--- config.mk ---
export PLATFORM = sky130hd
export DESIGN_NAME = scan_chain_driver
export DESIGN_NICKNAME = d
export VERILOG_FILES = /design/src/rtl/scan_drv_pkg.sv /design/src/rtl/scan_cfg_bank.sv /design/src/rtl/scan_chain_eval.sv /design/src/rtl/scan_shift_ctrl.sv /design/src/rtl/scan_chain_driver.sv
export SDC_FILE = /design/constraint.sdc
export NUM_CORES = 1
export LEC_CHECK = 0
export CAP_MARGIN = 25
export CORE_ASPECT_RATIO = 1.75
export CORE_MARGIN = 2
export CORE_UTILIZATION = 57
export DETAILED_ROUTE_END_ITERATION = 12
export DONT_BUFFER_PORTS = 1
export PLACE_DENSITY_LB_ADDON = 0.05
export SLEW_MARGIN = 30
export SYNTH_ARGS = -nofsm -noshare
export SYNTH_HDL_FRONTEND = slang
export SYNTH_SLANG_ARGS = --single-unit
--- constraint.sdc ---
create_clock -name clk -period 2.45 [get_ports clk]
set_clock_uncertainty 0.2 [all_clocks]
set_input_delay 0.735 -clock clk [delete_from_list [all_inputs] [get_ports clk]]
set_output_delay 0.735 -clock clk [all_outputs]
set_load 0.01 [all_outputs]
--- src/rtl/scan_drv_pkg.sv ---
package scan_drv_pkg;

    localparam int MODE_W = 2;
    localparam int FN_W   = 3;

    typedef enum logic [MODE_W-1:0] {
        MD_COPY = 2'd0,
        MD_INV  = 2'd1,
        MD_PAIR = 2'd2,
        MD_ZERO = 2'd3
    } drv_mode_e;

    typedef enum logic [FN_W-1:0] {
        FN_AND  = 3'd0,
        FN_NAND = 3'd1,
        FN_OR   = 3'd2,
        FN_NOR  = 3'd3,
        FN_XOR  = 3'd4,
        FN_XNOR = 3'd5,
        FN_RSV6 = 3'd6,
        FN_RSV7 = 3'd7
    } pair_fn_e;

    typedef enum logic {
        ST_IDLE  = 1'b0,
        ST_SHIFT = 1'b1
    } drv_state_e;

endpackage

--- src/rtl/scan_cfg_bank.sv ---
module scan_cfg_bank
    import scan_drv_pkg::*;
#(
    parameter int N  = 4,
    parameter int M  = 6,
    parameter int SW = 2,
    parameter int AW = 3,
    parameter int CW = 9
) (
    input  logic            clk,
    input  logic            rst_n,
    input  logic            shift_busy,
    input  logic            cfg_we,
    input  logic [AW-1:0]   cfg_addr,
    input  logic [CW-1:0]   cfg_wdata,
    output logic [M*CW-1:0] cfg_flat
);

    for (genvar j = 0; j < M; j++) begin : g_word
        // Reset route: plain copy of slice bit (j mod N)
        localparam logic [CW-1:0] DEF_WORD =
            CW'({SW'(0), SW'(j % N), MD_COPY});

        logic sel;
        assign sel = cfg_we && !shift_busy && (cfg_addr == AW'(j));

        always_ff @(posedge clk or negedge rst_n) begin
            if (!rst_n) begin
                cfg_flat[j*CW +: CW] <= DEF_WORD;
            end else if (sel) begin
                cfg_flat[j*CW +: CW] <= cfg_wdata;
            end
        end
    end

    AST_CFG_FROZEN: assert property (@(posedge clk) disable iff (!rst_n)
        shift_busy |=> $stable(cfg_flat));

    AST_BAD_ADDR: assert property (@(posedge clk) disable iff (!rst_n)
        (cfg_we && (int'(cfg_addr) >= M)) |=> $stable(cfg_flat));

endmodule

--- src/rtl/scan_chain_eval.sv ---
module scan_chain_eval
    import scan_drv_pkg::*;
#(
    parameter int N  = 4,
    parameter int SW = 2,
    parameter int CW = 9
) (
    input  logic          clk,
    input  logic          rst_n,
    input  logic [N-1:0]  slice,
    input  logic [CW-1:0] cfg_word,
    output logic          chain_bit
);

    localparam int PW = 1 << SW;

    logic [PW-1:0] slice_ext;
    logic [SW-1:0] src_a;
    logic [SW-1:0] src_b;
    drv_mode_e     mode;
    pair_fn_e      fn;
    logic          a_bit;
    logic          b_bit;
    logic          pair_bit;

    // Source indices at or above N read as zero
    assign slice_ext = PW'(slice);
    assign mode      = drv_mode_e'(cfg_word[MODE_W-1:0]);
    assign src_a     = cfg_word[MODE_W +: SW];
    assign src_b     = cfg_word[MODE_W+SW +: SW];
    assign fn        = pair_fn_e'(cfg_word[CW-1 -: FN_W]);
    assign a_bit     = slice_ext[src_a];
    assign b_bit     = slice_ext[src_b];

    always_comb begin
        unique case (fn)
            FN_AND:  pair_bit = a_bit & b_bit;
            FN_NAND: pair_bit = ~(a_bit & b_bit);
            FN_OR:   pair_bit = a_bit | b_bit;
            FN_NOR:  pair_bit = ~(a_bit | b_bit);
            FN_XOR:  pair_bit = a_bit ^ b_bit;
            FN_XNOR: pair_bit = ~(a_bit ^ b_bit);
            default: pair_bit = 1'b0;
        endcase
    end

    always_comb begin
        unique case (mode)
            MD_COPY: chain_bit = a_bit;
            MD_INV:  chain_bit = ~a_bit;
            MD_PAIR: chain_bit = pair_bit;
            default: chain_bit = 1'b0;
        endcase
    end

    AST_ZERO_ROUTE: assert property (@(posedge clk) disable iff (!rst_n)
        (mode == MD_ZERO) |-> !chain_bit);

    AST_RSV_FN_ZERO: assert property (@(posedge clk) disable iff (!rst_n)
        (mode == MD_PAIR && (fn == FN_RSV6 || fn == FN_RSV7)) |-> !chain_bit);

endmodule

--- src/rtl/scan_shift_ctrl.sv ---
module scan_shift_ctrl
    import scan_drv_pkg::*;
#(
    parameter int M = 6
) (
    input  logic         clk,
    input  logic         rst_n,
    input  logic         slice_vld,
    input  logic [M-1:0] next_bits,
    output logic [M-1:0] scan_data,
    output logic         scan_en
);

    drv_state_e state_q;
    drv_state_e state_d;

    // State register
    always_ff @(posedge clk or negedge rst_n) begin
        if (!rst_n) begin
            state_q <= ST_IDLE;
        end else begin
            state_q <= state_d;
        end
    end

    // Transitions T_START, T_STAY and T_STOP
    always_comb begin
        state_d = state_q;
        unique case (state_q)
            ST_IDLE:  if (slice_vld)  state_d = ST_SHIFT;
            ST_SHIFT: if (!slice_vld) state_d = ST_IDLE;
            default:  state_d = ST_IDLE;
        endcase
    end

    // Outputs: data register loads only on a valid slice
    always_ff @(posedge clk or negedge rst_n) begin
        if (!rst_n) begin
            scan_data <= '0;
        end else if (slice_vld) begin
            scan_data <= next_bits;
        end
    end

    assign scan_en = (state_q == ST_SHIFT);

    AST_EN_RISE: assert property (@(posedge clk) disable iff (!rst_n)
        slice_vld |=> scan_en);

    AST_EN_FALL: assert property (@(posedge clk) disable iff (!rst_n)
        !slice_vld |=> !scan_en);

    AST_DATA_HOLD: assert property (@(posedge clk) disable iff (!rst_n)
        !slice_vld |=> $stable(scan_data));

    AST_DATA_LOAD: assert property (@(posedge clk) disable iff (!rst_n)
        slice_vld |=> (scan_data == $past(next_bits)));

endmodule

--- src/rtl/scan_chain_driver.sv ---
module scan_chain_driver
    import scan_drv_pkg::*;
#(
    parameter int  N  = 4,
    parameter int  M  = 6,
    localparam int SW = (N > 1) ? $clog2(N) : 1,
    localparam int AW = (M > 1) ? $clog2(M) : 1,
    localparam int CW = MODE_W + 2 * SW + FN_W
) (
    input  logic          clk,
    input  logic          rst_n,
    input  logic [N-1:0]  slice_in,
    input  logic          slice_vld,
    input  logic          cfg_we,
    input  logic [AW-1:0] cfg_addr,
    input  logic [CW-1:0] cfg_wdata,
    output logic [M-1:0]  scan_data,
    output logic          scan_en
);

    logic [M*CW-1:0] cfg_flat;
    logic [M-1:0]    next_bits;

    scan_cfg_bank #(
        .N (N),
        .M (M),
        .SW(SW),
        .AW(AW),
        .CW(CW)
    ) u_bank (
        .clk       (clk),
        .rst_n     (rst_n),
        .shift_busy(scan_en),
        .cfg_we    (cfg_we),
        .cfg_addr  (cfg_addr),
        .cfg_wdata (cfg_wdata),
        .cfg_flat  (cfg_flat)
    );

    for (genvar j = 0; j < M; j++) begin : g_chain
        scan_chain_eval #(
            .N (N),
            .SW(SW),
            .CW(CW)
        ) u_eval (
            .clk      (clk),
            .rst_n    (rst_n),
            .slice    (slice_in),
            .cfg_word (cfg_flat[j*CW +: CW]),
            .chain_bit(next_bits[j])
        );
    end

    scan_shift_ctrl #(
        .M(M)
    ) u_ctrl (
        .clk      (clk),
        .rst_n    (rst_n),
        .slice_vld(slice_vld),
        .next_bits(next_bits),
        .scan_data(scan_data),
        .scan_en  (scan_en)
    );

endmodule

==> flow_summary.json, run 1 <==
{
  "ant_nets": 0,
  "hold_class": "input port to async pin",
  "worstSetupPathType": "flop to flop",
  "start_util_pct": 58.6,
  "fmax_ghz": 0.422,
  "routed_wl_microns": 6360,
  "final.min_clock_period_ns": 2.37,
  "synth_edf_count": 0,
  "die_x_microns": 61.1,
  "fillers": 432,
  "cts_max_level": 3,
  "clk_latency_ns": 0.33,
  "hold_viol": 0,
  "max_slew.worst_pin.slew_ns": 0.577,
  "cap_viol_max_count": 0,
  "nNetsFinal": 273,
  "ff_latch_area_sq_um": 1530,
  "core_area_sq_um": 5540,
  "cts.path.max_buffers": 2,
  "wl_per_cell_microns": 19.8,
  "fin_setup_tns_ns": 0,
  "final_min_period_over_clock_period_pct": 96.7,
  "drtIter0Drc": 90,
  "power_mw": 3.36,
  "dp_slack_ns": -0.223,
  "worstSetupStartpointType": "flop",
  "vdd_drop_max_mv": 0.890,
  "worstPathRequired_ns": 2.48,
  "placed_area_sq_um": 3320,
  "grt_pass1_wl_microns": 10400,
  "yosysSeqAreaShare_pct": 47.2,
  "grt_overflow": 0,
  "grt_max_degree": 57,
  "syn_area_sq_um": 3250,
  "leakage_nw": 1.64,
  "port_buffers": 0,
  "grt.met3_usage_pct": 7.12,
  "synth-main-ff-cell": "dfrtp_1",
  "worst_hold_slack_ns": 0.0423,
  "yosysUniqueCellTypes": 30,
  "cts-root-buf": "clkbuf_8",
  "grt_pass1_vias": 2151,
  "avgViaCountPerCell": 5.81,
  "yosysWarnings": 0,
  "avgSynthCellArea_sq_um": 14.2,
  "cts_sinks": 61,
  "antenna_found_initial": 0,
  "rows": 36,
  "post-dp-hpwl_microns": 4520,
  "finalSetupViolations": 0,
  "synth_cells": 228,
  "vias": 1871,
  "synth-seq-cells": 61,
  "synth.top_cells.by_area": "dfrtp_1 (43%), mux2_2 (16%), mux4_1 (6.5%)",
  "final_cell_mix": "dfrtp_1 (56), mux2_2 (45), inv_1 (13)",
  "multi_input_area_sq_um": 1630,
  "syn-num-nets": 260,
  "final_layout_size_suffix_gt1_share_pct": 44.3,
  "fin_area_sq_um": 3630,
  "track_usage_pct": 22.6,
  "outcome": "finished clean",
  "pin_count": 27,
  "gr-usage-met1_pct": 25.2,
  "grt_setup_unrepaired": "false",
  "syn2layout_area_growth_pct": 11.8,
  "drc": 0,
  "yosys.area.top_type": "dfrtp_1",
  "layout_commonest_cell": "dfrtp_1",
  "antennaDiodeCount": 0,
  "synth_top_area_share_pct": 43.2,
  "drv_slew": 0,
  "die-area_sq_um": 6340,
  "place.gp.congestion": 0.734,
  "cts_tree": "done",
  "endpoint_kind": "flop",
  "grt_busiest_layer": "met2",
  "clk_pin_slew_worst_paths_ns": 0.07,
  "worst-path-max-fanout": 3,
  "setup_ws_ns": 0.0813,
  "die_y_microns": 104,
  "power.density_nw_per_um2": 925,
  "numCtsBuffers": 9,
  "grtUsageMet2_pct": 38.0,
  "arrival_ns": 2.40,
  "synth-async-reset-ratio_pct": 100,
  "firstDrtPassIters": 4,
  "slew_headroom_pct": 61.6
}
critical path, stage by stage, from the launching register on:
cell     delay [ns]
dfstp_2        0.54
mux4_2         0.52
inv_1          0.08
ha_1           0.23
mux2i_2        0.17
xor2_1         0.10
o211a_1        0.22
o41ai_2        0.19
stage by stage:
stage | instances | util [%]
finish | 322 | 65.5
global route | 322 | 65.5
CTS | 320 | 64.8
detailed placement | 303 | 60.0
global placement | 303 | 60.0
floorplan | 228 | -
synthesized netlist by cell type (6+ instances only):
library cell and n:
ha_1 12, mux2_2 45, nor2b_1 8, o41ai_1 7, xnor2_1 6, mux2_4 9, dfrtp_1 56, inv_1 14
mux4_1 8, a31oi_1 6, nand3b_1 6
cells by family (layout without fill, tap and decap cells):
logic type | count (synthesis) | after routing | share of synthesized area (%)
compound gates | 19 | 19 | 4.74
xor+xnor | 11 | 11 | 2.97
fa+ha+maj | 12 | 12 | 4.62
buf+inv | 22 | 40 | 3.12
flops | 61 | 61 | 47.2
mux | 71 | 71 | 30.6
simple gates | 32 | 32 | 6.78
per-layer routing:
| layer | routed length (microns) | vias up |
|---|---|---|
| met5 | 0 | - |
| met4 | 199 | 0 |
| met3 | 328 | 17 |
| met2 | 3470 | 48 |
| met1 | 2370 | 950 |
| li1 | - | 856 |
power breakdown:
| part | internal, mW | switching [mW] |
|---|---|---|
| clock | 0.625 | 0.365 |
| sequential | 1.27 | 0.221 |
| combinational | 0.551 | 0.327 |
| total | 2.45 | 0.913 |
path summary, 6_finish.rpt:
path / from / endpoint / slack [ns] / cells past startpoint
setup reg to reg: u_bank.cfg_flat[29] / u_ctrl.scan_data[3] / 0.08 / 7
hold reg to reg: u_bank.cfg_flat[0] / u_ctrl.scan_data[0] / 0.28 / 1
setup / recovery: u_bank.cfg_flat[29] / u_ctrl.scan_data[3] / 0.08 / 7
max in group asynchronous: rst_n / u_bank.cfg_flat[4] / 1.75 / 1
hold / removal: rst_n / u_bank.cfg_flat[21] / 0.04 / 0
min in group clk: slice_vld / u_ctrl.scan_en / 0.23 / 0
state kept, by name (all words and copies together) (netlist names):
signal / flops
u_ctrl.scan_en: 1
u_bank.cfg_flat: 54
u_ctrl.scan_data: 6
repair_timing:
action                     CTS  global route
gates cloned                 0             0
hold endpoints to repair    56             0
setup endpoints to repair    2             3
hold buffers                 1             0
gates resized for setup      2             6
buffers inserted             0             2
pin swaps                    0             1
cell type report:
type	instances	share of cell area (%)
multi-input combinational	145	44.9
sequential	61	42.2
clock buffer	12	4.27
timing repair buffer	10	2.62
tap	76	2.62
clock inverter	4	1.93
inverter	14	1.45
(Power assumes the default switching activity.)
==> inputs of run 2 (changes only) <==
REMOVE_ABC_BUFFERS = 1   (was not set)
==> run 2 against run 1 <==
Net effect:
- combinational power is 2.7% higher
- register-to-register slack lost 0.06 ns
- non-clock buffer count up 1
- largest power group unchanged
==> flow_summary.json, run 2 (same netlist as run 1, synthesis figures left out) <==
{
  "die-area_sq_um": 6340,
  "grt_overflow": 0,
  "layout_commonest_cell": "dfrtp_1",
  "path_buf_inv": 1,
  "numCtsBuffers": 9,
  "start_util_pct": 58.6,
  "critPathMaxStageDelay_ns": 0.55,
  "power.density_nw_per_um2": 892,
  "cts_max_level": 3,
  "endpoint": "u_ctrl.scan_data[1]",
  "cts-root-buf": "clkbuf_8",
  "r2r_cells": 7,
  "slew_headroom_pct": 63.8,
  "syn2layout_area_growth_pct": 12.3,
  "antennaDiodeCount": 0,
  "nNetsFinal": 274,
  "worst-path-max-fanout": 3,
  "cap_viol_max_count": 0,
  "final.min_clock_period_ns": 2.42,
  "r2r-start": "u_bank.cfg_flat[11]",
  "power_mw": 3.25,
  "fin_setup_tns_ns": 0,
  "crit_slowest_cell": "dfstp_2",
  "endpoint_kind": "flop",
  "outcome": "finished clean",
  "avgViaCountPerCell": 5.84,
  "path_delay_family": "multiplexers",
  "final_min_period_over_clock_period_pct": 99.0,
  "arrival_ns": 2.46,
  "cp_cell_sequence": "mux4_2, inv_2, ha_4, mux2i_2, xor2_1, o211a_1, o41ai_2",
  "hold_class": "input port to async pin",
  "crit_path_start": "u_bank.cfg_flat[11]",
  "grt_max_degree": 57,
  "pin_count": 27,
  "worst_hold_slack_ns": 0.0280,
  "worstSetupPathType": "flop to flop",
  "r2r-end": "u_ctrl.scan_data[1]",
  "firstDrtPassIters": 4,
  "hold_viol": 0,
  "track_usage_pct": 23.5,
  "cts_tree": "done",
  "largest_reg_flops": 54,
  "antenna_found_initial": 0,
  "max_slew.worst_pin.slew_ns": 0.543,
  "place.gp.congestion": 0.742,
  "wl_per_cell_microns": 20.5,
  "vdd_drop_max_mv": 0.531,
  "grt_setup_unrepaired": "true",
  "final_layout_size_suffix_gt1_share_pct": 44.1,
  "dp_cells": 303,
  "stdcell_count": 323,
  "worstSetupStartpointType": "flop",
  "die_x_microns": 61.1,
  "drv_slew": 0,
  "routed_wl_microns": 6620,
  "worstPathRequired_ns": 2.48,
  "die_y_microns": 104,
  "regMostFlops": "u_bank.cfg_flat",
  "worst-r2r-setup-slack_ns": 0.03,
  "post-dp-hpwl_microns": 4520,
  "clk_latency_ns": 0.35,
  "leakage_nw": 1.65,
  "cp_num_cells": 7,
  "cts.path.max_buffers": 2,
  "multi_input_area_sq_um": 1670,
  "cts_sinks": 61,
  "finalSetupViolations": 0,
  "rows": 36,
  "ant_nets": 0,
  "grt_pass1_wl_microns": 10500,
  "drtIter0Drc": 76,
  "port_buffers": 0,
  "fillers": 413,
  "grt_pass1_vias": 2076,
  "drc": 0,
  "clk_pin_slew_worst_paths_ns": 0.06,
  "core_area_sq_um": 5540,
  "final_cell_mix": "dfrtp_1 (56), mux2_2 (45), inv_1 (12)",
  "fmax_ghz": 0.412,
  "ff_latch_area_sq_um": 1530,
  "vias": 1885
}
## run 2: cell count changes in the layout (fill, tap and decap cells not counted), sizes merged
cell / previous run / this run
bufinv: 2 / 1
clkbuf: 12 / 11
clkinv: 2 / 4
dlygate4sd3: 0 / 1
## run 2: routing by layer
metal / routed length (microns) / track usage (%) / part of all wire (%) / up-vias
met5: 0 / 0 / 0 / -
met4: 171 / 10.1 / 2.6 / 0
met3: 490 / 10.7 / 7.4 / 16
met2: 3400 / 35.0 / 51 / 66
met1: 2560 / 28.5 / 39 / 937
li1: - / - / - / 866
## run 2: per-stage QoR
| step | setup slack [ns] | cell area (sq um) | utilization [%] |
|---|---|---|---|
| 6_report | 0.0252 | 3650 | 65.8 |
| 5_1_grt | -0.0624 | 3650 | 65.8 |
| 4_1_cts | 0.0250 | 3580 | 64.7 |
| 3_5_place_dp | -0.285 | 3350 | 60.4 |
| 3_3_place_gp | -0.208 | 3350 | 60.4 |
| 2_1_floorplan | -0.104 | 3200 | - |
## run 2: worst register-to-register path: stages (launching register included)
cell and delay, ns:
dfstp_2 0.55, mux4_2 0.55, inv_2 0.09, ha_4 0.20, mux2i_2 0.18, xor2_1 0.10, o211a_1 0.23, o41ai_2 0.22
## run 2: final cells by class
| class | count | area share, % |
|---|---|---|
| clock buffer | 11 | 3.88 |
| multi-input combinational | 145 | 45.8 |
| timing repair buffer | 11 | 2.88 |
| sequential | 61 | 42.0 |
| tap | 76 | 2.61 |
| inverter | 14 | 1.44 |
| clock inverter | 5 | 1.37 |
## run 2: worst min path at each step
stage | cells after the start | startpoint | end | slack, ns
after floorplan | 0 | rst_n | u_bank.cfg_flat[0] | 0.24
after global placement | 0 | rst_n | u_bank.cfg_flat[10] | 0.24
after detailed placement | 0 | rst_n | u_bank.cfg_flat[10] | 0.24
after CTS | 0 | rst_n | u_bank.cfg_flat[29] | 0.002
after global routing | 0 | rst_n | u_bank.cfg_flat[21] | 0.0004
final | 0 | rst_n | u_bank.cfg_flat[21] | 0.03
## run 2: report_power, final
part,switching [mW],total [mW],internal [mW]
clock,0.373,0.862,0.490
combinational,0.341,0.903,0.562
sequential,0.218,1.49,1.27
total,0.931,3.25,2.32
## run 2: repair_timing
| action | in CTS | in global routing |
|---|---|---|
| hold buffers | 1 | 1 |
| setup buffers | 0 | 2 |
| hold endpoints to repair | 56 | 4 |
| pin swaps | 2 | 3 |
| gates resized for setup | 4 | 10 |
| endpoints found under the setup margin | 3 | 6 |
==> inputs of run 3 (changes only) <==
CORE_UTILIZATION = 49   (was 57)
==> run 3 against run 2 <==
Net effect:
- total power grew 9.3%
- worst setup slack gained 0.050 ns
- count of clock-buffer cells in the layout grew 4
- clock power grew 33%
- wire length grew 2.7%
- critical endpoint unchanged
- highest routed layer unchanged
==> flow_summary.json, run 3 (same netlist as run 1, synthesis figures left out) <==
{
  "final_layout_size_suffix_gt1_share_pct": 45.1,
  "fmax_ghz": 0.421,
  "cts_sinks": 61,
  "worst_hold_slack_ns": 0.0493,
  "worst-path-max-fanout": 3,
  "track_usage_pct": 20.6,
  "firstDrtPassIters": 6,
  "ant_nets": 0,
  "cts_tree": "done",
  "regMostFlops": "u_bank.cfg_flat",
  "syn2layout_area_growth_pct": 14.8,
  "power.switching_mw": 0.978,
  "hold_viol": 0,
  "cp_num_cells": 7,
  "grt_pass1_vias": 2023,
  "p_int_mw": 2.58,
  "port_buffers": 0,
  "worstSetupStartpointType": "flop",
  "final_cell_mix": "dfrtp_1 (56), mux2_2 (45), inv_1 (11)",
  "die_x_microns": 65.5,
  "comb_power_share_pct": 25.7,
  "drv_slew": 0,
  "fin_area_sq_um": 3730,
  "cap_viol_max_count": 0,
  "place.gp.congestion": 0.757,
  "finalSetupViolations": 0,
  "final_min_period_over_clock_period_pct": 96.9,
  "die-area_sq_um": 7320,
  "hold_class": "input port to async pin",
  "cp_cell_sequence": "mux4_2, inv_2, ha_4, mux2i_1, xor2_1, o211a_1, o41ai_2",
  "start_util_pct": 50.0,
  "layout_commonest_cell": "dfrtp_1",
  "ff_latch_area_sq_um": 1530,
  "avgViaCountPerCell": 5.79,
  "clkPwrFrac_pct": 32.3,
  "slew_headroom_pct": 61.0,
  "final.min_clock_period_ns": 2.37,
  "arrival_ns": 2.40,
  "nNetsFinal": 271,
  "leakage_nw": 1.67,
  "placed_area_sq_um": 3350,
  "clk_pin_slew_worst_paths_ns": 0.05,
  "cts_setup_buffers": 0,
  "endpoint_kind": "flop",
  "rows": 39,
  "clk_latency_ns": 0.33,
  "vdd_drop_max_mv": 0.541,
  "fillers": 542,
  "cts-root-buf": "clkbuf_16",
  "crit_slowest_cell": "mux4_2",
  "critPathMaxStageDelay_ns": 0.55,
  "grt_overflow": 0,
  "antenna_found_initial": 0,
  "largest_reg_flops": 54,
  "post-dp-hpwl_microns": 4620,
  "grt_pass1_wl_microns": 11000,
  "worstPathRequired_ns": 2.47,
  "grt_max_degree": 57,
  "core_area_sq_um": 6490,
  "path_buf_inv": 1,
  "drc": 0,
  "path_delay_family": "multiplexers",
  "seq_power_share_pct": 42.0,
  "routed_wl_microns": 6800,
  "pin_count": 27,
  "vias": 1888,
  "power.density_nw_per_um2": 953,
  "outcome": "finished clean",
  "drtIter0Drc": 140,
  "r2r_cells": 7,
  "worstSetupPathType": "flop to flop",
  "cts.path.max_buffers": 2,
  "antennaDiodeCount": 0,
  "multi_input_area_sq_um": 1690,
  "fin_setup_tns_ns": 0,
  "die_y_microns": 112,
  "cts_max_level": 3,
  "wl_per_cell_microns": 20.9,
  "numCtsBuffers": 9,
  "switching_share_pct": 27.5,
  "max_slew.worst_pin.slew_ns": 0.585
}
-- run 3: repair_timing --
| item | CTS | global route |
|---|---|---|
| hold endpoints to repair | 56 | 0 |
| gates resized for setup | 5 | 15 |
| endpoints found under the setup margin | 4 | 6 |
| hold buffers | 1 | 0 |
| pin swaps | 2 | 8 |
-- run 3: per-stage QoR --
step	setup slack [ns]	total power, mW	util, %	cells
finish	0.0754	3.55	57.5	326
global route	-0.0346	3.76	57.5	326
CTS	0.000233	3.50	56.5	326
detailed placement	-0.297	2.29	51.7	309
global placement	-0.207	2.24	51.7	309
floorplan	-0.104	2.09	-	220
-- run 3: area by class of cell --
type	instances	share of cell area, %
inverters	14	1.41
clock inverters	1	0.134
multi-input cells	145	45.3
well taps	82	2.75
flip-flops and latches	61	41.1
repair buffers	8	2.15
clock buffers	15	7.18
-- run 3: metal layers --
layer,GRT usage [%],vias up,wire (microns)
li1,-,858,-
met1,24.9,976,2760
met2,32.7,45,3540
met3,5.86,9,392
met4,11.7,0,105
met5,0,-,0
-- run 3: worst paths after layout --
check	start	slack, ns	to
setup / recovery	u_bank.cfg_flat[11]	0.08	u_ctrl.scan_data[1]
hold / removal	rst_n	0.05	u_bank.cfg_flat[11]
setup reg to reg	u_bank.cfg_flat[11]	0.08	u_ctrl.scan_data[1]
hold reg to reg	u_bank.cfg_flat[36]	0.28	u_ctrl.scan_data[4]
max in group asynchronous	rst_n	1.72	u_bank.cfg_flat[35]
min in group clk	slice_vld	0.24	u_ctrl.scan_en
-- run 3: power by group through the flow --
| stage | logic [mW] | clock network (mW) | registers (mW) |
|---|---|---|---|
| 2_1_floorplan | 0.653 | 0 | 1.44 |
| 3_3_place_gp | 0.755 | 0 | 1.48 |
| 3_5_place_dp | 0.790 | 0 | 1.50 |
| 4_1_cts | 0.838 | 1.17 | 1.49 |
| 5_1_grt | 1.01 | 1.22 | 1.53 |
| 6_report | 0.913 | 1.15 | 1.49 |
